[src/rtl/pld_mc_pkg.sv]
package pld_mc_pkg;
  localparam int unsigned ARCH_W = 3;

  typedef struct packed {
    logic oe_term;   // 1: enable from array term, 0: from oe_ni
    logic comb;      // 1: combinatorial, 0: registered
    logic act_high;  // 1: non-inverted pin
  } arch_t;
endpackage

[src/rtl/pld_mc_regs.sv]
module pld_mc_regs #(
  parameter int unsigned N = 10
) (
  input  logic         clk_i,
  input  logic         rst_ni,
  input  logic [N-1:0] d_i,
  input  logic         preload_en_i,
  input  logic [N-1:0] preload_i,
  output logic [N-1:0] q_o
);
  always_ff @(posedge clk_i or negedge rst_ni) begin
    if (!rst_ni)           q_o <= '0;
    else if (preload_en_i) q_o <= preload_i;
    else                   q_o <= d_i;
  end

  assert_load_R2: assert property (@(posedge clk_i) disable iff (!rst_ni)
    (!preload_en_i && $past(rst_ni)) |=> (q_o == $past(d_i)));

  assert_preload_R9: assert property (@(posedge clk_i) disable iff (!rst_ni)
    preload_en_i |=> (q_o == $past(preload_i)));
endmodule

[src/rtl/pld_mc_cell.sv]
module pld_mc_cell
  import pld_mc_pkg::*;
(
  input  logic  clk_i,
  input  logic  rst_ni,
  input  arch_t arch_i,
  input  logic  sum_i,
  input  logic  q_i,
  input  logic  oe_term_i,
  input  logic  oe_ni,
  input  logic  pin_i,
  output logic  pin_o,
  output logic  pin_oe_o,
  output logic  in_o
);
  logic val;

  always_comb begin
    val      = arch_i.comb ? sum_i : q_i;
    pin_o    = arch_i.act_high ? val : ~val;
    pin_oe_o = arch_i.oe_term ? oe_term_i : ~oe_ni;
    in_o     = pin_oe_o ? pin_o : pin_i;
  end

  assert_ext_oe_R5: assert property (@(posedge clk_i) disable iff (!rst_ni)
    !arch_i.oe_term |-> (pin_oe_o == !oe_ni));

  assert_term_oe_R6: assert property (@(posedge clk_i) disable iff (!rst_ni)
    arch_i.oe_term |-> (pin_oe_o == oe_term_i));

  assert_comb_R3: assert property (@(posedge clk_i) disable iff (!rst_ni)
    arch_i.comb |-> (pin_o == (arch_i.act_high ? sum_i : !sum_i)));

  assert_inward_R8: assert property (@(posedge clk_i) disable iff (!rst_ni)
    !pin_oe_o |-> (in_o == pin_i));
endmodule

[src/rtl/pld_mc_bank.sv]
module pld_mc_bank
  import pld_mc_pkg::*;
#(
  parameter int unsigned N = 10,
  localparam int unsigned CFG_W = N * ARCH_W
) (
  input  logic             clk_i,
  input  logic             rst_ni,
  input  logic [CFG_W-1:0] cfg_i,
  input  logic [N-1:0]     sum_i,
  input  logic [N-1:0]     oe_term_i,
  input  logic             oe_ni,
  input  logic             preload_en_i,
  input  logic [N-1:0]     preload_i,
  input  logic [N-1:0]     pin_i,
  output logic [N-1:0]     pin_o,
  output logic [N-1:0]     pin_oe_o,
  output logic [N-1:0]     fb_o,
  output logic [N-1:0]     in_o
);
  logic [N-1:0] q;

  pld_mc_regs #(.N(N)) u_regs (
    .clk_i        (clk_i),
    .rst_ni       (rst_ni),
    .d_i          (sum_i),
    .preload_en_i (preload_en_i),
    .preload_i    (preload_i),
    .q_o          (q)
  );

  assign fb_o = q;

  for (genvar g = 0; g < N; g++) begin : g_cell
    pld_mc_cell u_cell (
      .clk_i     (clk_i),
      .rst_ni    (rst_ni),
      .arch_i    (arch_t'(cfg_i[g*ARCH_W +: ARCH_W])),
      .sum_i     (sum_i[g]),
      .q_i       (q[g]),
      .oe_term_i (oe_term_i[g]),
      .oe_ni     (oe_ni),
      .pin_i     (pin_i[g]),
      .pin_o     (pin_o[g]),
      .pin_oe_o  (pin_oe_o[g]),
      .in_o      (in_o[g])
    );
  end

  assert_fb_R7: assert property (@(posedge clk_i) disable iff (!rst_ni)
    $past(rst_ni) |-> (fb_o == $past(preload_en_i ? preload_i : sum_i)));
endmodule

[config.mk]
export PLATFORM = sky130hd
export DESIGN_NAME = pld_mc_bank
export DESIGN_NICKNAME = d
export VERILOG_FILES = /design/src/rtl/pld_mc_pkg.sv /design/src/rtl/pld_mc_regs.sv /design/src/rtl/pld_mc_cell.sv /design/src/rtl/pld_mc_bank.sv
export SDC_FILE = /design/constraint.sdc
export NUM_CORES = 1
export LEC_CHECK = 0
export ABC_AREA = 0
export BUFFER_PORTS_ARGS = -buffer_cell sky130_fd_sc_hd__buf_2
export CAP_MARGIN = 5
export CORE_ASPECT_RATIO = 0.6
export CORE_MARGIN = 5
export CORE_UTILIZATION = 31
export CTS_BUF_LIST = sky130_fd_sc_hd__clkbuf_2
export CTS_CLUSTER_DIAMETER = 30
export DETAILED_ROUTE_END_ITERATION = 10
export MAX_ROUTING_LAYER = met4
export PLACE_DENSITY = 0.89
export SLEW_MARGIN = 20
export SYNTH_ARGS = -nofsm -noshare
export SYNTH_HDL_FRONTEND = slang
export SYNTH_HIERARCHICAL = 1
export SYNTH_SLANG_ARGS = --single-unit
[constraint.sdc]
create_clock -name clk_i -period 1 [get_ports clk_i]
set_input_delay 0.1 -clock clk_i [delete_from_list [all_inputs] [get_ports clk_i]]
set_output_delay 0.1 -clock clk_i [all_outputs]
set_load 0.005 [all_outputs]
-- After elaboration in Yosys (flattened, before gate mapping)
Cells that the tools add are included.
W data, S select, Z words.
- $add $sub $neg: 0
- $mul: 0
- divide/modulo/power cells: 0
- magnitude comparators: 0
- equal/unequal tests: 0
- shift-type cells: 0
- muxes and demuxes: 41
- bitwise logic cells: 11
- reduce and logical (&&, ||, !) cells: 0
- operators with widths (cell ; count):
    $mux W1 ; 40
    $not A1 Y1 ; 11
    $mux W10 ; 1
- register bits: 10
- latch bits: 0
- memory bits (writable): 0
- memory bits (read-only): 0
- output and inout port bits: 40
- word-level logic and storage cells: 53
- memories: 0

-- Depth between registers and ports, before layout
- depth after elaboration: 4
- mapped depth: 3
- depth with buffers taken out: 3

-- Hierarchy
Netlist, hierarchy kept.
- by module, submodules not included (module ; times used ; cells an instance ; area an instance (um2)):
    pld_mc_regs ; 1 ; 21 ; 411.6
    pld_mc_cell ; 10 ; 5 ; 38.8

-- Worst setup path after synthesis
No wires, ideal clock.
- kind: register to output
- start point: reg u_regs.q_o[0]
- end point: out in_o[0]
- arrival time: 910 ps
- data required time: 900 ps
- slack: -10 ps
- stages on the path, launching flop included: 4
- cell sequence: dfrtp_1 mux2i_1 xor2_1 mux2_2
- cells in the longest elaborated chain, start to end: 4
- ends and longest elaborated chain (item ; RTL line ; RTL):
    start, declared ; pld_mc_regs.sv:9 ; output logic [N-1:0] q_o
    start signal, assigned ; pld_mc_regs.sv:13 ; else if (preload_en_i) q_o <= preload_i;
    start signal, assigned ; pld_mc_regs.sv:14 ; else q_o <= d_i;
    $mux W1 * ; pld_mc_cell.sv:19 ; val = arch_i.comb ? sum_i : q_i;
    $not A1 Y1 ; pld_mc_cell.sv:20 ; pin_o = arch_i.act_high ? val : ~val;
    $mux W1 * ; pld_mc_cell.sv:20 ;
    via pin_o[0] ; pld_mc_bank.sv:16 ; output logic [N-1:0] pin_o,
    $mux W1 * ; pld_mc_cell.sv:22 ; in_o = pin_oe_o ? pin_o : pin_i;
    end, declared ; pld_mc_bank.sv:19 ; output logic [N-1:0] in_o
Mark *: on every way through the listed nets, which the timed path passes. The rest lies on a longest branch.

-- Worst setup path in the final report
- start point: reg u_regs.q_o[7]
- end point: out in_o[7]
- cells in the longest elaborated chain, start to end: 4
- ends and longest elaborated chain (item ; RTL line):
    $mux W1 * ; pld_mc_cell.sv:19
    $not A1 Y1 ; pld_mc_cell.sv:20
    $mux W1 * ; pld_mc_cell.sv:20
    $mux W1 * ; pld_mc_cell.sv:22
Mark *: on every way between the ends. The rest lies on a longest branch, timed or not.

==> Flow_metrics.wiki <==
{| class="wikitable"
! Metric !! Value
|-
| Number of ports placed on the die boundary || 114
|-
| Clock root buffer master || clkbuf_2
|-
| Area of the placeable core || 2490 um^2
|-
| Number of instances in the placed design || 217
|-
| Largest driver fanout on the critical path || 2
|-
| Number of global-route vias before repair || 964
|-
| Sequential share of the synthesized area || 0.313
|-
| Worst Path Class, Setup || reg -> out
|-
| Register clock-pin slew on the reported worst setup and hold paths || 120 ps
|-
| Slew of the pin with the lowest slew margin || 342 ps
|-
| Arrival @ worst endpoint || 1330 ps
|-
| Total track usage || 0.150
|-
| Overall overflow remaining after global route || 0
|-
| Number of instances on the worst hold path || 2
|-
| Ys flop type || dfrtp_1
|-
| Largest registers || u_regs/q_o x10
|-
| Worst path cell trace || mux2i_1 > xor2_1 > mux2_4 > buf_6
|-
| Number of buffers inserted by port buffering || 113
|-
| Die Y-Extent || 49.3 um
|-
| Post-synthesis net count || 145
|-
| Shortest period the worst path allows || 1430 ps
|-
| Starting density of the core || 0.321
|-
| Top cells by area in the synthesized netlist || dfrtp_1, mux2_4, mux2_2, mux2i_1, xor2_1
|-
| Type of destination of the critical path || output port
|-
| Startpoint of the lowest-slack hold path || preload_i[2]
|-
| Number of detailed-route iterations in the first pass || 4
|-
| FF+latch count, synth || 10
|-
| Net count of the finished layout || 269
|-
| Delay of the slowest critical-path stage || 400 ps
|-
| Post-synth design cell area || 800 um^2
|-
| Type of the worst min-delay path || in -> reg
|-
| DIE WIDTH || 75.6 um
|-
| Number of flip-flops in the largest register || 10
|-
| Clock Sinks || 10
|-
| Area growth from synthesis to layout || 100%
|-
| Initial antenna violation count || 0
|-
| Register ranked first by flip-flop count || u_regs/q_o
|-
| Row count || 14
|-
| Leakage power || 0.941 nW
|-
| Floorplan die area || 3730 um^2
|-
| Post-route clock period utilization || 1.43
|-
| Post-synthesis cell count || 71
|-
| Highest clock rate || 700 MHz
|-
| Number of enable flip-flop cells after synthesis || 0
|-
| Total design power || 0.00148 W
|-
| Max-slew violation count || 0
|-
| Violations in the final reports || negative setup slack
|-
| Count of unique library cells instantiated by Yosys || 8
|-
| Count of nets left with antenna violations after detail routing || 0
|-
| Vias per cell || 4.38
|-
| Setup_tns || -6760 ps
|-
| Wire length of the first global-routing pass || 4190 um
|-
| Number of hold violations in the final report || 0
|-
| Final Wtd Congestion || 0.645
|-
| Clock tree from TritonCTS || built
|-
| Non-filler cells, final || 226
|-
| Antenna cells || 0
|-
| Worst max-slew margin expressed relative to the limit || 0.769
|-
| Power per unit of standard cell area || 925 nW/um^2
|-
| DRC violation total after the first TritonRoute iteration || 13
|-
| Fraction of final layout cells sized beyond drive strength 1 || 0.732
|-
| Half-perimeter wire length of the detailed placement result || 2530 um
|-
| Hold WS || 59.1 ps
|-
| Total number of vias || 991
|-
| Largest net degree at the start of global routing || 11
|-
| Wire length per cell after detailed routing || 13.3 um
|-
| Syn. warnings || 6
|-
| Worst path setup slack after routing || -428 ps
|-
| Max-cap viol count || 0
|-
| Drt total wl || 3010 um
|-
| Crit start category || flop
|-
| Worst endpoint required time || 900 ps
|-
| Finish-stage setup viols || 20
|-
| Mean instance size in the synthesized netlist || 11.3 um^2
|-
| Share of synthesized registers carrying an async set or reset || 1.00
|-
| Depth of the CTS H-tree || 1
|-
| Worst Hold Path EP || u_regs/q_o[2]
|-
| Slowest CP cell || dfrtp_1
|-
| Residual DRC || 0
|-
| Max VDD drop || 0.588 mV
|-
| Fin util || 0.643
|-
| TritonCTS Buffers || 3
|-
| Area share of the leading cell type in the synthesized netlist || 0.313
|-
| Most area-hungry cell type in the Yosys netlist || dfrtp_1
|-
| Status || finished with violations
|-
| RSZ-0062 raised after global routing || true
|-
| Maximum number of buffers from clock root to sink || 2
|}
## cell type report
type                    instances  area [um^2]
clock buffers                   3         15.0
flip-flops and latches         10          250
clock inverters                 1         3.75
multi-input cells              60          576
fillers                       220          888
repair buffers                120          714
well taps                      32         40.0
## worst max-delay path by stage
stage / from / endpoint / cells after the start
after floorplan: u_regs/q_o[0] / in_o[0] / 3
after global placement: u_regs/q_o[7] / in_o[7] / 4
after detailed placement: oe_ni / in_o[4] / 4
after CTS: u_regs/q_o[7] / in_o[7] / 4
after global routing: u_regs/q_o[0] / in_o[0] / 4
final: u_regs/q_o[7] / in_o[7] / 4
## routing by layer
metal,track usage,up-vias,wire length [um]
met3,0.0679,0,414
met4,0,0,0
met1,0.163,433,1070
met5,-,-,0
met2,0.266,58,1530
li1,-,500,-
## worst max-delay path, delay by kind of cell, from the launching register on
kind | cells | cell delay [ps]
XOR/XNOR | 1 | 230
flip-flops | 1 | 400
buffers and inverters | 1 | 90
multiplexers | 2 | 350
## power breakdown
group / switching (W) / internal [W] / leakage [nW] / total, W
logic: 0.000286 / 0.000516 / 0.811 / 0.000802
clock network: 0.000140 / 0.0000869 / 0.0140 / 0.000227
registers: 0.0000146 / 0.000435 / 0.117 / 0.000449
## metrics by stage
step | cell area (um^2) | setup WS [ps]
final | 1600 | -428
after detailed placement | 1410 | -164
after CTS | 1500 | -453
after global placement | 1410 | -114
after global routing | 1600 | -532
after floorplan | 800 | -8.09
## cell usage in the layout (no fill, tap or decap), drive strengths merged
| cell type | n |
|---|---|
| buf | 119 |
| mux2 | 20 |
| clkbuf | 3 |
| mux2i | 10 |
| dfrtp | 10 |
| nand2 | 10 |
| clkinv | 1 |
| xor2 | 10 |
| dlygate4sd3 | 1 |
| o21ai | 10 |
## kinds of logic (layout without fill, tap and decap cells)
kind of cell / Yosys count / count (layout) / synth area share
muxes: 30 / 30 / 0.454
AOI/OAI and AO/OA: 10 / 10 / 0.0626
xor gates and xnor gates: 10 / 10 / 0.110
DFF: 10 / 10 / 0.313
and+or+nand+nor: 10 / 10 / 0.0470
buffers and inverters: 1 / 124 / 0.0141
## what timing repair did
action,in CTS,in global routing
hold buffers,1,0
setup buffers,0,4
endpoints found under the hold margin,10,0
pin swaps,6,9
endpoints found under the setup margin,20,20
cloned,0,0
resized for setup,13,13
Note: power is estimated with default switching activity, not from simulation.
